===== config.mk =====
export PLATFORM = sky130hd
export DESIGN_NAME = rxts_top
export DESIGN_NICKNAME = d
export VERILOG_FILES = /design/src/rtl/rxts_pkg.sv /design/src/rtl/rxts_crc12.sv /design/src/rtl/rxts_parser.sv /design/src/rtl/rxts_queue.sv /design/src/rtl/rxts_top.sv
export SDC_FILE = /design/constraint.sdc
export NUM_CORES = 1
export LEC_CHECK = 0
export BUFFER_PORTS_ARGS = -buffer_cell sky130_fd_sc_hd__buf_2
export CORE_ASPECT_RATIO = 0.5
export CORE_UTILIZATION = 40
export CTS_CLUSTER_DIAMETER = 150
export DETAILED_ROUTE_END_ITERATION = 7
export PLACE_DENSITY = 0.7
export RECOVER_POWER = 25
export SLEW_MARGIN = 20
export SYNTH_ARGS = -nofsm -noshare
export SYNTH_HDL_FRONTEND = slang
export SYNTH_HIERARCHICAL = 1
export SYNTH_SLANG_ARGS = --single-unit

===== constraint.sdc =====
create_clock -name clk -period 3.9 [get_ports clk]
set_input_delay 0.39 -clock clk [delete_from_list [all_inputs] [get_ports clk]]
set_output_delay 0.39 -clock clk [all_outputs]
set_load 0.01 [all_outputs]

===== src/rtl/rxts_pkg.sv =====
package rxts_pkg;
  localparam logic [15:0] ET_VLAN = 16'h8100;
  localparam logic [15:0] ET_PTP  = 16'h88F7;
  localparam logic [15:0] ET_IP4  = 16'h0800;
  localparam logic [15:0] ET_IP6  = 16'h86DD;
  localparam logic [15:0] PORT_EVT = 16'd319;
  localparam logic [15:0] PORT_NTP = 16'd123;
  localparam logic [7:0]  IP_PROTO_UDP = 8'd17;
  localparam logic [7:0]  IP4_VER_IHL  = 8'h45;

  typedef enum logic [2:0] {
    ENC_NONE,
    ENC_L2,
    ENC_IP4,
    ENC_IP6,
    ENC_BAD
  } encap_e;

  typedef struct packed {
    logic [15:0] seq;
    logic [3:0]  mtype;
    logic [11:0] hash;
  } rec_meta_t;
endpackage


===== src/rtl/rxts_crc12.sv =====
module rxts_crc12 #(
  parameter int          CRC_W = 12,
  parameter logic [11:0] POLY  = 12'h80F
) (
  input  logic [CRC_W-1:0] crc_i,
  input  logic [7:0]       byte_i,
  output logic [CRC_W-1:0] crc_o
);
  always_comb begin
    logic [CRC_W-1:0] c;
    logic             fb;
    c = crc_i;
    for (int b = 7; b >= 0; b--) begin
      fb = c[CRC_W-1] ^ byte_i[b];
      c  = {c[CRC_W-2:0], 1'b0} ^ (fb ? POLY : '0);
    end
    crc_o = c;
  end
endmodule


===== src/rtl/rxts_parser.sv =====
module rxts_parser
  import rxts_pkg::*;
#(
  parameter int CNT_W = 8
) (
  input  logic      clk,
  input  logic      rst,
  input  logic      rx_valid,
  input  logic      rx_sof,
  input  logic      rx_eof,
  input  logic [7:0] rx_data,
  input  logic      ntp_mode,
  output logic      done,
  output logic      hit,
  output rec_meta_t meta
);
  localparam logic [CNT_W-1:0] IDX_MAX = '1;
  localparam logic [CNT_W-1:0] OFS_IP4_MSG = CNT_W'(28);
  localparam logic [CNT_W-1:0] OFS_IP6_MSG = CNT_W'(48);

  logic [CNT_W-1:0] idx, l3_start, msg_start, rel, moff;
  logic             in_frame, vlan, hdr_ok, seq_ok, ctrl_ok, v1evt;
  encap_e           enc;
  logic [7:0]       et_hi, port_hi, seq_hi;
  logic [15:0]      et_w, port_w, port_sel;
  logic [15:0]      seq_q;
  logic [3:0]       b0_q, ver_q, ctrl_q;
  logic [11:0]      crc_q, crc_nx;
  logic             msg_on, v2_evt, v1_evt;

  assign et_w     = {et_hi, rx_data};
  assign port_w   = {port_hi, rx_data};
  assign port_sel = ntp_mode ? PORT_NTP : PORT_EVT;
  assign rel      = idx - l3_start;
  assign moff     = idx - msg_start;
  assign msg_on   = hdr_ok && (idx >= msg_start);

  rxts_crc12 u_crc (
    .crc_i (crc_q),
    .byte_i(rx_data),
    .crc_o (crc_nx)
  );

  always_ff @(posedge clk) begin
    if (rst) begin
      idx       <= '0;
      l3_start  <= '0;
      msg_start <= '0;
      in_frame  <= 1'b0;
      vlan      <= 1'b0;
      hdr_ok    <= 1'b0;
      seq_ok    <= 1'b0;
      ctrl_ok   <= 1'b0;
      v1evt     <= 1'b0;
      enc       <= ENC_NONE;
      et_hi     <= '0;
      port_hi   <= '0;
      seq_hi    <= '0;
      seq_q     <= '0;
      b0_q      <= '0;
      ver_q     <= '0;
      ctrl_q    <= '0;
      crc_q     <= '0;
      done      <= 1'b0;
    end else begin
      done <= rx_valid && rx_eof && (in_frame || rx_sof);
      if (rx_valid && rx_sof) begin
        idx      <= CNT_W'(1);
        in_frame <= !rx_eof;
        vlan     <= 1'b0;
        hdr_ok   <= 1'b0;
        seq_ok   <= 1'b0;
        ctrl_ok  <= 1'b0;
        v1evt    <= 1'b0;
        enc      <= ENC_NONE;
        crc_q    <= '0;
      end else if (rx_valid && in_frame) begin
        if (rx_eof) in_frame <= 1'b0;
        if (idx != IDX_MAX) idx <= idx + 1'b1;

        // EtherType, with one optional tag in front of it
        if (enc == ENC_NONE) begin
          if ((idx == CNT_W'(12)) || (vlan && idx == CNT_W'(16))) et_hi <= rx_data;
          if ((!vlan && idx == CNT_W'(13)) || (vlan && idx == CNT_W'(17))) begin
            if (et_w == ET_VLAN && !vlan) begin
              vlan <= 1'b1;
            end else if (et_w == ET_PTP) begin
              enc       <= ntp_mode ? ENC_BAD : ENC_L2;
              hdr_ok    <= !ntp_mode;
              msg_start <= idx + 1'b1;
            end else if (et_w == ET_IP4) begin
              enc       <= ENC_IP4;
              l3_start  <= idx + 1'b1;
              msg_start <= idx + 1'b1 + OFS_IP4_MSG;
            end else if (et_w == ET_IP6) begin
              enc       <= ENC_IP6;
              l3_start  <= idx + 1'b1;
              msg_start <= idx + 1'b1 + OFS_IP6_MSG;
            end else begin
              enc <= ENC_BAD;
            end
          end
        end

        // IPv4 header and UDP destination port
        if (enc == ENC_IP4 && !hdr_ok) begin
          if (rel == CNT_W'(0) && rx_data != IP4_VER_IHL) enc <= ENC_BAD;
          if (rel == CNT_W'(9) && rx_data != IP_PROTO_UDP) enc <= ENC_BAD;
          if (rel == CNT_W'(22)) port_hi <= rx_data;
          if (rel == CNT_W'(23)) begin
            if (port_w == port_sel) hdr_ok <= 1'b1;
            else enc <= ENC_BAD;
          end
        end

        // IPv6 header and UDP destination port
        if (enc == ENC_IP6 && !hdr_ok) begin
          if (rel == CNT_W'(6) && rx_data != IP_PROTO_UDP) enc <= ENC_BAD;
          if (rel == CNT_W'(42)) port_hi <= rx_data;
          if (rel == CNT_W'(43)) begin
            if (port_w == port_sel) hdr_ok <= 1'b1;
            else enc <= ENC_BAD;
          end
        end

        // message body fields
        if (msg_on) begin
          if (moff == CNT_W'(0)) b0_q <= rx_data[3:0];
          if (moff == CNT_W'(1)) ver_q <= rx_data[3:0];
          if (moff >= CNT_W'(20) && moff <= CNT_W'(29)) crc_q <= crc_nx;
          if (moff == CNT_W'(20)) v1evt <= (rx_data == 8'h01);
          if (moff == CNT_W'(30)) seq_hi <= rx_data;
          if (moff == CNT_W'(31)) begin
            seq_q  <= {seq_hi, rx_data};
            seq_ok <= 1'b1;
          end
          if (moff == CNT_W'(32)) begin
            ctrl_q  <= rx_data[3:0];
            ctrl_ok <= 1'b1;
          end
        end
      end
    end
  end

  assign v2_evt = (ver_q == 4'd2) && (b0_q < 4'd4);
  assign v1_evt = (ver_q == 4'd1) && v1evt && ctrl_ok;

  always_comb begin
    hit        = 1'b0;
    meta.seq   = seq_q;
    meta.hash  = crc_q;
    meta.mtype = b0_q;
    if (hdr_ok && seq_ok && enc != ENC_BAD) begin
      if (ntp_mode) begin
        hit = (enc == ENC_IP4) || (enc == ENC_IP6);
      end else if (v2_evt) begin
        hit = 1'b1;
      end else if (v1_evt) begin
        hit        = 1'b1;
        meta.mtype = ctrl_q;
      end
    end
  end
endmodule


===== src/rtl/rxts_queue.sv =====
module rxts_queue #(
  parameter int W     = 80,
  parameter int DEPTH = 4
) (
  input  logic         clk,
  input  logic         rst,
  input  logic         push,
  input  logic [W-1:0] wdata,
  input  logic         pop,
  output logic         avail,
  output logic         avail_nx,
  output logic [W-1:0] rdata,
  output logic         drop
);
  localparam int AW = (DEPTH > 1) ? $clog2(DEPTH) : 1;
  localparam int CW = AW + 1;
  localparam logic [CW-1:0] FULL_CNT = CW'(DEPTH);

  logic [W-1:0]  mem [DEPTH];
  logic [AW-1:0] wr_ptr, rd_ptr, rd_next;
  logic [CW-1:0] count, count_nx;
  logic          push_ok, pop_ok;

  assign push_ok  = push && (count != FULL_CNT);
  assign pop_ok   = pop && (count != '0);
  assign drop     = push && !push_ok;
  assign rd_next  = rd_ptr + AW'(pop_ok);
  assign count_nx = count + CW'(push_ok) - CW'(pop_ok);
  assign avail_nx = (count_nx != '0);

  always_ff @(posedge clk) begin
    if (push_ok) mem[wr_ptr] <= wdata;
    rdata <= (push_ok && wr_ptr == rd_next) ? wdata : mem[rd_next];
  end

  always_ff @(posedge clk) begin
    if (rst) begin
      wr_ptr <= '0;
      rd_ptr <= '0;
      count  <= '0;
      avail  <= 1'b0;
    end else begin
      if (push_ok) wr_ptr <= wr_ptr + 1'b1;
      rd_ptr <= rd_next;
      count  <= count_nx;
      avail  <= avail_nx;
    end
  end
endmodule


===== src/rtl/rxts_top.sv =====
module rxts_top
  import rxts_pkg::*;
#(
  parameter int TS_W  = 48,
  parameter int DEPTH = 4,
  parameter int CNT_W = 8
) (
  input  logic            clk,
  input  logic            rst,
  input  logic            rx_valid,
  input  logic            rx_sof,
  input  logic            rx_eof,
  input  logic [7:0]      rx_data,
  input  logic [TS_W-1:0] time_now,
  input  logic            cfg_ntp_mode,
  input  logic            cfg_irq_en,
  input  logic            rd_pop,
  output logic            rd_avail,
  output logic [TS_W-1:0] rd_ts,
  output logic [15:0]     rd_seq,
  output logic [3:0]      rd_msgtype,
  output logic [11:0]     rd_hash,
  output logic            irq,
  output logic            overflow
);
  localparam int REC_W = TS_W + $bits(rec_meta_t);

  logic            p_done, p_hit, q_push, q_drop, q_avail_nx;
  rec_meta_t       p_meta, h_meta;
  logic [TS_W-1:0] ts_q;
  logic [REC_W-1:0] q_wdata, q_rdata;

  always_ff @(posedge clk) begin
    if (rst) ts_q <= '0;
    else if (rx_valid && rx_sof) ts_q <= time_now;
  end

  rxts_parser #(.CNT_W(CNT_W)) u_parser (
    .clk     (clk),
    .rst     (rst),
    .rx_valid(rx_valid),
    .rx_sof  (rx_sof),
    .rx_eof  (rx_eof),
    .rx_data (rx_data),
    .ntp_mode(cfg_ntp_mode),
    .done    (p_done),
    .hit     (p_hit),
    .meta    (p_meta)
  );

  assign q_push  = p_done && p_hit;
  assign q_wdata = {ts_q, p_meta};

  rxts_queue #(.W(REC_W), .DEPTH(DEPTH)) u_queue (
    .clk     (clk),
    .rst     (rst),
    .push    (q_push),
    .wdata   (q_wdata),
    .pop     (rd_pop),
    .avail   (rd_avail),
    .avail_nx(q_avail_nx),
    .rdata   (q_rdata),
    .drop    (q_drop)
  );

  assign h_meta     = q_rdata[$bits(rec_meta_t)-1:0];
  assign rd_ts      = q_rdata[REC_W-1 -: TS_W];
  assign rd_seq     = h_meta.seq;
  assign rd_msgtype = h_meta.mtype;
  assign rd_hash    = h_meta.hash;

  always_ff @(posedge clk) begin
    if (rst) begin
      irq      <= 1'b0;
      overflow <= 1'b0;
    end else begin
      irq <= cfg_irq_en && q_avail_nx;
      if (q_drop) overflow <= 1'b1;
    end
  end
endmodule


==> results of run 1 <==
where the power goes:
part | internal (mW) | leakage (nW) | switching [mW]
Combinational | 0.721 | 3.08 | 0.679
Sequential | 5.43 | 4.65 | 0.218
Clock | 2.26 | 0.663 | 1.84
flip-flops by register name, indices dropped and copies added (netlist names), 2 cells and up, named ones only:
register            count
u_queue/mem           320
ts_q                   48
u_parser/seq_q         16
u_parser/crc_q         12
u_parser/et_hi          8
u_parser/idx            8
u_parser/l3_start       8
u_parser/msg_start      8
u_parser/port_hi        8
u_parser/seq_hi         8
u_parser/b0_q           4
u_parser/ctrl_q         4
u_parser/ver_q          4
u_parser/enc            3
u_queue/count           3
u_queue/rd_ptr          2
u_queue/wr_ptr          2
per-stage QoR:
step | total power [mW] | cell area [um2] | hold WS, ns | cells | worst slack (ns)
4_1_cts | 11.29 | 22800 | 0.02811 | 2129 | 0.2691
2_1_floorplan | 6.892 | 20200 | 0.4247 | 1302 | 0.1718
5_1_grt | 11.58 | 22810 | 0.04245 | 2131 | 0.009970
6_report | 11.16 | 22810 | 0.05486 | 2131 | 0.2637
3_3_place_gp | 7.199 | 21440 | 0.4298 | 2049 | 0.3646
3_5_place_dp | 7.200 | 21440 | 0.4326 | 2049 | 0.3166
final timing paths:
kind / to / cells after the start / startpoint
min reg2reg: u_parser/msg_start[7] / 2 / u_parser/msg_start[7]
min: irq / 3 / cfg_irq_en
max: u_parser/ctrl_q[2] / 12 / u_parser/idx[0]
max reg2reg: u_parser/ctrl_q[2] / 12 / u_parser/idx[0]
cells in the final DEF (no fill, tap or decap), drive strengths merged, types with 4 or more instances in the layout:
| cell type | n |
|---|---|
| a211oi | 8 |
| a21bo | 48 |
| a21oi | 75 |
| and2 | 8 |
| and3 | 8 |
| buf | 174 |
| clkbuf | 59 |
| clkinv | 13 |
| dfxtp | 158 |
| edfxtp | 320 |
| ha | 28 |
| inv | 28 |
| mux2 | 5 |
| mux2i | 70 |
| mux4 | 80 |
| nand2 | 19 |
| nand2b | 7 |
| nand3 | 71 |
| nand3b | 5 |
| nand4 | 7 |
| nand4b | 5 |
| nor2 | 123 |
| nor2b | 8 |
| nor3 | 14 |
| nor3b | 9 |
| nor4 | 4 |
| o211ai | 4 |
| o21a | 6 |
| o21ai | 10 |
| o31ai | 4 |
| or2 | 4 |
| or4 | 7 |
| xnor2 | 34 |
| xor2 | 14 |
cell families (layout without fill, tap and decap cells):
family,count (synthesis),in the layout,synth area share [%]
other cells,0,2,0
simple gates,313,313,8.827
fa+ha+maj,31,31,2.032
mux,155,155,12.67
flops,478,478,63.23
buf+inv,100,278,3.661
xor+xnor,49,49,2.230
compound gates,176,176,7.353
per-layer routing:
layer	global-route usage [%]	part of all wire, %	vias to the layer above
met3	2.459	3.7	57
met1	19.51	43	5601
met4	4.480	2.2	0
met2	27.66	51	195
li1	-	-	5242
met5	0	0	-
worst max-delay path: stages (launching register included):
cell	delay [ns]
dfxtp_1	0.39
inv_1	0.17
ha_1	0.19
inv_1	0.06
fa_1	0.40
a21o_1	0.20
a21oi_1	0.28
xnor2_1	0.18
a2111oi_2	0.43
nand3_1	0.17
or4b_2	0.76
mux2i_1	0.20
nor2_1	0.06
final cells by class:
cell class | instances | area (um2) | area share (%)
clock inverters | 21 | 195.2 | 0.8559
inverters | 24 | 90.09 | 0.3950
clock buffers | 59 | 1166 | 5.113
flip-flops and latches | 478 | 12780 | 56.04
well taps | 649 | 812.0 | 3.561
diodes | 2 | 5.005 | 0.02195
repair buffers | 174 | 1049 | 4.598
multi-input cells | 724 | 6709 | 29.42
==> results.ini, run 1 <==
[drt]
drc=0
vias=11100
drtIter0Drc=786
drt_first_pass_iters=5
routed_wl_um=40020
ant_nets=0
via_per_inst=5.206
wl_per_cell_um=18.78

[synth]
synthCells=1302
ys_seq_elements=478
ys_seq_area_share_pct=63.23
syn-num-nets=1397
synth_most_common_cell=edfxtp_1
async_flop_share_pct=0
syn-cell-area_um2=20200
synth_cell_types=74
yosys.area.top_type_share_pct=47.57
synth.area.top_cells=edfxtp_1 48%, dfxtp_1 16%, mux4_2 8.9%
yosys-top-cells-count=320 x edfxtp_1, 158 x dfxtp_1, 122 x nor2_1
synth_top_flop_cell=edfxtp_1
yosysTopAreaCell=edfxtp_1
synth_edf_count=320
syn_area_per_cell_um2=15.51
yosysWarnings=6

[cts]
numCtsBuffers=43
post_cts_resized=0
path_clk_slew_ns=0.07
post_cts_buffers=0
cts.path.max_buffers=3
cts_tree=built
clock_latency_ns=0.56
cts_root_buf=clkbuf_16
numClockSinks=478
holdBufCountCts=0
htreeDepth=2

[grt]
antenna_found_initial=2
grt_pass1_wl_um=62850
grt_pass1_vias=11170
grtUsageTotal_pct=15.51
grt_start_max_net_pins=65
overflow=0

[timing]
post-route-min-period_ns=3.636
rsz0062_at_grt=no
hold_viol_final=0
clock_skew_ns=0.01627
tightestPinTransition_ns=0.8635
relSlewSlack_pct=42.43
fmax_mhz=275.0
finalMaxSlewViolations=0
setup_tns_ns=0
period_share_pct=93.24
setup_violations=0

[floorplanning]
die_y_um=160.9
die_area_um2=51460
rows=57
die_x_um=319.8
pin_count=147
coreArea_um2=49210
initial_core_util_pct=41.05

[finish]
final_nets=1540
fill_cells=4235
drive_gt1_share_pct=29.80
synthToLayoutAreaGrowth_pct=12.90
final_core_util_pct=46.34

[power]
irDropWorstVdd_uv=327.9
power_density_nw_per_um2=489.2
p_leak_nw=8.392

[job]
drv_cap=0

[place]
dp_hpwl_um=25030
port_buffers=146
gp_congestion=0.8251

[critical_path]
start_kind=register
required_ns=4.32
path_max_fanout=8
r2r_setup_slack_ns=0.26
end_kind=register
crit_type=reg -> reg
cp.arrival_ns=4.06

[run_status]
status=completed

[worst_hold_path]
hold_path_class=in -> reg

(Power assumes the default switching activity.)
==> run 2: changes to the inputs <==
- PLACE_DENSITY: 0.7 -> 0.68
- clock period: 3.9 -> 4.6 ns (I/O delays scaled with it)
==> run 2 against run 1 <==
  * Wire length is 0.81% lower
  * Final cell count is 0.66% lower
  * Critical path type unchanged
  * Sequential power is 15% lower
  * Utilization is 0.12 points lower
  * Maximum frequency is 0.27% higher
  * Cell area is 0.26% lower
  * Largest cell class unchanged
  * Count of clock-buffer cells in the layout stayed put
  * Clock skew is 0.0055 ns higher
==> results.ini, run 2 (synthesis results as in run 1) <==
[run_status]
status=completed

[timing]
relSlewSlack_pct=38.29  ; -4.1 points
clock_skew_ns=0.02176  ; +0.005491 ns
period_share_pct=78.84  ; -14 points
setup_violations=0  ; unchanged
tightestPinTransition_ns=0.9257  ; +0.06219 ns
fmax_mhz=275.7  ; +0.27%
hold_viol_final=0  ; unchanged
post-route-min-period_ns=3.627  ; -0.009722 ns
finalMaxSlewViolations=0  ; unchanged
setup_tns_ns=0  ; unchanged
rsz0062_at_grt=no

[finish]
regArea_um2=12780  ; unchanged
biggestRegsByFlops=u_queue/mem: 320 flops, ts_q: 48 flops, u_parser/seq_q: 16 flops
drive_gt1_share_pct=28.97  ; -0.83 points
largest_reg_flops=320  ; unchanged
final_common_cell=edfxtp_1
fill_cells=4281  ; +1.1%
synthToLayoutAreaGrowth_pct=12.61
mostFrequentLayoutCells=320 x edfxtp_1, 156 x dfxtp_1, 143 x buf_2
finalNonFillerCells=2117  ; -0.66%
top_register=u_queue/mem
multiInputGateArea_um2=6711  ; about the same
final_nets=1527  ; -0.84%

[drt]
vias=11030  ; -0.59%
drtIter0Drc=760  ; -3.3%
routed_wl_um=39690  ; -0.81%
drt_first_pass_iters=6  ; +1
drc=0  ; unchanged
ant_nets=0  ; unchanged
wl_per_cell_um=18.75  ; -0.15%
via_per_inst=5.210  ; about the same

[cts]
numCtsBuffers=44  ; +2.3%
clock_latency_ns=0.56  ; about the same
path_clk_slew_ns=0.06  ; about the same
post_cts_buffers=0  ; unchanged
numClockSinks=478  ; unchanged
post_cts_resized=0  ; unchanged
cts_tree=built
holdBufCountCts=0  ; unchanged
cts.path.max_buffers=3  ; unchanged
htreeDepth=2  ; unchanged
cts_root_buf=clkbuf_16

[power]
switchingPower_mw=2.285  ; -17%
comb_power_share_pct=11.8  ; -0.7 points
p_int_mw=7.321  ; -13%
irDropWorstVdd_uv=332.5  ; +1.4%
power.share.sequential_pct=50.2  ; -0.5 points
clkPwrFrac_pct=38.0  ; +1.2 points
power_density_nw_per_um2=422.3  ; -14%
p_leak_nw=8.347  ; -0.53%
netSwitchingFraction_pct=23.78  ; -0.77 points

[grt]
overflow=0  ; unchanged
antenna_found_initial=1  ; -1
grt_start_max_net_pins=79  ; +22%
grt_pass1_vias=11390  ; +2.0%
grt_pass1_wl_um=63200  ; +0.55%
grtUsageTotal_pct=15.57  ; +0.059 points

[critical_path]
path_max_fanout=8  ; unchanged
required_ns=5.00  ; +0.68 ns
start_kind=register
r2r_setup_slack_ns=0.97  ; +0.71 ns
crit_type=reg -> reg
cp.arrival_ns=4.02  ; -0.04 ns
end_kind=register

[place]
gp_congestion=0.8262  ; +0.13%
dp_hpwl_um=24550  ; -1.9%
place_inst=2035  ; -0.68%
port_buffers=146  ; unchanged

[floorplanning]
die_y_um=160.9  ; unchanged
rows=57  ; unchanged
die_area_um2=51460  ; unchanged
die_x_um=319.8  ; unchanged
coreArea_um2=49210  ; unchanged
initial_core_util_pct=41.05  ; unchanged
pin_count=147  ; unchanged

[worst_hold_path]
hold_path_class=in -> reg

[job]
drv_cap=0  ; unchanged

run 2: changes by cell type in the layout (fill, tap and decap cells not counted), moves of 2 or more:
cell | previous run | this run
buf_12 | 8 | 5
buf_4 | 23 | 11
bufinv_16 | 2 | 5
clkbuf_1 | 13 | 11
clkinv_1 | 5 | 11
clkinv_2 | 7 | 2
inv_16 | 2 | 0
run 2: final timing paths:
check	startpoint	cells after the start	endpoint
max reg2reg	u_parser/idx[0]	12	u_parser/ctrl_q[3]
min	rx_eof	2	u_parser/in_frame
max	u_parser/idx[0]	12	u_parser/ctrl_q[3]
min reg2reg	u_parser/l3_start[6]	2	u_parser/l3_start[6]
run 2: power groups by stage:
stage / logic, mW / registers, mW / clock network [mW]
global route: 1.23 / 4.85 / 3.90
detailed placement: 1.17 / 4.93 / 0
global placement: 1.17 / 4.92 / 0
finish: 1.14 / 4.82 / 3.65
CTS: 1.17 / 4.84 / 3.73
floorplan: 1.10 / 4.74 / 0
run 2: area by class of cell:
cell class / instances / area share, %
multi-input combinational: 724 / 29.51
clock buffer: 59 / 5.264
sequential: 478 / 56.19
tap: 649 / 3.570
antenna: 1 / 0.01100
timing repair buffer: 160 / 3.999
clock inverter: 22 / 1.067
inverter: 24 / 0.3961
run 2: per-layer routing:
layer	part of all wire (%)	wire length, um	global-route usage [%]	vias to the layer above
met3	3.3	1316	2.396	52
met2	52	20530	27.89	153
li1	-	-	-	5241
met1	43	17130	19.72	5583
met4	1.8	721	3.999	0
met5	0	0	0	-
run 2: critical path, cell delays in order (launching register included):
cell and delay [ns]:
dfxtp_1 0.41, inv_1 0.18, ha_1 0.19, inv_1 0.05, fa_1 0.39, a21o_1 0.20, a21oi_1 0.28, xnor2_1 0.18
a2111oi_2 0.43, nand3_1 0.17, or4b_2 0.76, mux2i_1 0.19, nor2_1 0.06
run 2: stage by stage:
step                hold slack, ns  utilization [%]  cell area (um2)  worst slack (ns)  total power, mW
floorplan                   0.4247                -            20200            0.8718            5.843
global placement            0.4296            43.29            21300             1.086            6.092
detailed placement          0.4368            43.29            21300             1.030            6.099
CTS                        0.09134            46.22            22740             1.014            9.740
global route                0.1132            46.22            22750            0.6801            9.976
finish                      0.1163            46.22            22750            0.9735            9.606
==> run 3: changes to the inputs <==
- ABC_AREA: not set -> 1
- PLACE_DENSITY: 0.68 -> 0.7
- clock period: 4.6 -> 3 ns (I/O delays scaled with it)
==> run 3 against run 2 <==
  * Wire length up 20%
  * Clock skew rose by 0.0047 ns
  * Clock power rose by 58%
  * Global-route usage up 1.9 points
  * Critical path depth shrank 8
  * Count of clock-buffer cells in the layout down 3
  * Sequential share of layout area down 3.9 points
  * Critical path type is now reg -> out
  * Critical endpoint is now rd_ts[22]
  * Largest power group unchanged
==> results.ini, run 3 <==
[timing]
hold_ws_ns=0.01593  ; -0.1003 ns
hold_viol_final=0  ; unchanged
fmax_mhz=359.4
finalMaxSlewViolations=0  ; unchanged
tightestPinTransition_ns=0.7546  ; -0.1712 ns
relSlewSlack_pct=49.70  ; +11 points
clock_skew_ns=0.02646  ; +0.004700 ns
period_share_pct=92.76
post-route-min-period_ns=2.783
rsz0062_at_grt=no
setup_violations=0  ; unchanged
setup_slack_ns=0.2173  ; -0.7561 ns

[cts]
cts_root_buf=clkbuf_16
numClockSinks=478  ; unchanged
post_cts_buffers=0  ; unchanged
htreeDepth=2  ; unchanged
path_clk_slew_ns=0.06  ; about the same
clock_latency_ns=0.57  ; about the same
numCtsBuffers=45  ; +2.3%
cts_tree=built
cts.path.max_buffers=3  ; unchanged

[synth]
yosysWarnings=6  ; unchanged
syn_area_per_cell_um2=9.606  ; -38%
synthSimpleGateAreaFrac_pct=20.20  ; +11 points
yosys.area.top_type_share_pct=45.84  ; -1.7 points
syn-cell-area_um2=20960  ; +3.8%
syn-num-nets=2277  ; +63%
yosysTopAreaCell=edfxtp_1
synth_edf_count=320  ; unchanged
synthCells=2182  ; +68%
synth_top_flop_cell=edfxtp_1
synth_cell_types=51  ; -31%
yosys-top-cells-count=421 x nor2_1, 350 x nand2_1, 320 x edfxtp_1
async_flop_share_pct=0  ; unchanged
synth_top_family_by_area=simple AND/OR/NAND/NOR gates
synthMuxAreaShare_pct=0.05372  ; -13 points
synthXorXnorAreaFrac_pct=1.242  ; -0.99 points
synth-compound-area-share_pct=8.661  ; +1.3 points
synth_most_common_cell=nor2_1
ys_seq_area_share_pct=60.93  ; -2.3 points
ys_seq_elements=478  ; unchanged
synthAdderAreaFrac_pct=1.958  ; -0.074 points
synth.area.top_cells=edfxtp_1 46%, dfxtp_1 15%, nor2_1 7.5%

[run_status]
status=completed

[finish]
top_register=u_queue/mem
final_common_cell=nor2_1
drive_gt1_share_pct=14.40  ; -15 points
biggestRegsByFlops=u_queue/mem: 320 flops, ts_q: 48 flops, u_parser/seq_q: 16 flops
final_nets=2461  ; +61%
synthToLayoutAreaGrowth_pct=16.65
mostFrequentLayoutCells=417 x nor2_1, 350 x nand2_1, 320 x edfxtp_1
multiInputGateArea_um2=6782  ; +1.0%
largest_reg_flops=320  ; unchanged
fill_cells=4629  ; +8.1%
finalInstanceArea_um2=24450  ; +7.5%
final_core_util_pct=48.00  ; +1.8 points
regArea_um2=12780  ; about the same

[power]
p_total_mw=16.52  ; +72%
irDropWorstVdd_uv=551.7  ; +66%
power_density_nw_per_um2=675.6  ; +60%
p_leak_nw=9.829  ; +18%

[critical_path]
end_kind=output port
cp.arrival_ns=2.48  ; -1.54 ns
path_max_fanout=35  ; +27
crit_type=reg -> out
start_kind=register
r2r_start=u_parser/idx[0]
required_ns=2.70  ; -2.30 ns

[drt]
top_layer_used=met4
routed_wl_um=47750  ; +20%
met1Wirelength_um=20240  ; +18%
drc=0  ; unchanged
via_per_inst=4.920  ; -5.6%
wl_met2_um=23940  ; +17%
drtIter0Drc=1027  ; +35%
ant_nets=0  ; unchanged
drt_first_pass_iters=6  ; unchanged
met3_length_um=1966  ; +49%
wl_per_cell_um=15.43  ; -18%
vias=15220  ; +38%

[floorplanning]
rows=58  ; +1.8%
coreArea_um2=50940  ; +3.5%
pin_count=147  ; unchanged
die_y_um=163.9  ; +1.8%
die_x_um=325.7  ; +1.9%
initial_core_util_pct=41.15  ; +0.098 points
die_area_um2=53380  ; +3.7%

[grt]
grt_start_max_net_pins=161  ; +100%
grt_pass1_wl_um=74640  ; +18%
antenna_found_initial=2  ; +1
overflow=0  ; unchanged
grt_pass1_vias=14360  ; +26%
grtUsageTotal_pct=17.50  ; +1.9 points

[place]
gp_congestion=0.8832  ; +6.9%
dp_slack_ns=0.2661  ; -0.7635 ns
dp_hpwl_um=30030  ; +22%
postPlaceCellArea_um2=22460  ; +5.4%
port_buffers=146  ; unchanged

[worst_hold_path]
hold_path_class=in -> reg
min_from=time_now[24]

[job]
drv_cap=0  ; unchanged

run 3: cell count changes after synthesis, sizes merged, moves of 70 or more:
cell   delta
inv     +222
mux2i    -70
mux4     -80
nand2   +374
nor2    +317
o21ai   +195
o22ai    +80
run 3: worst max-delay path, cell delays in order, from the launching register on:
cell,delay (ns)
dfxtp_2,0.67
buf_4,0.48
o21ai_0,0.18
o22ai_1,0.36
buf_2,0.21
run 3: what timing repair did:
item,4_1_cts,5_1_grt
setup endpoints to repair,0,4
hold buffers,48,0
gates resized for setup,0,2
hold endpoints to repair,48,0
run 3: logic make-up (layout without fill, tap and decap cells):
kind of cell,after synthesis,in the layout
muxes,1,1
xor gates and xnor gates,28,28
adders and majority gates,31,31
DFF,478,478
AOI/OAI and AO/OA,337,337
other,0,2
and+or+nand+nor,969,969
buffers and inverters,338,558
run 3: final timing paths:
| check | endpoint | slack (ns) | cells past startpoint |
|---|---|---|---|
| worst max-delay path | rd_ts[22] | 0.22 | 4 |
| worst max register to register | u_parser/seq_q[3] | 0.27 | 14 |
| worst min register to register | u_parser/l3_start[5] | 0.45 | 2 |
| worst min-delay path | ts_q[24] | 0.02 | 3 |
run 3: per-layer routing:
metal / vias to the layer above / global-route usage (%)
li1: 7592 / -
met1: 7191 / 21.48
met2: 331 / 31.33
met3: 107 / 2.355
met4: 0 / 6.978
met5: - / 0
run 3: where the power goes:
group	switching, mW	leakage, nW	internal, mW
registers	0.121	4.10	7.09
logic	2.38	5.01	1.16
clock network	2.50	0.717	3.26
total	5.00	9.83	11.5
run 3: area by class of cell:
class / count / area share (%)
flip-flops and latches: 478 / 52.25
multi-input cells: 1366 / 27.73
repair buffers: 227 / 6.529
clock buffers: 56 / 4.815
inverters: 248 / 3.833
well taps: 690 / 3.531
clock inverters: 27 / 1.284
diodes: 2 / 0.02047
run 3: per-stage QoR:
step / instances / setup TNS [ns]
detailed placement: 2961 / 0
global placement: 2961 / 0
floorplan: 2182 / -235.15
CTS: 3092 / 0
global route: 3094 / 0
finish: 3094 / 0
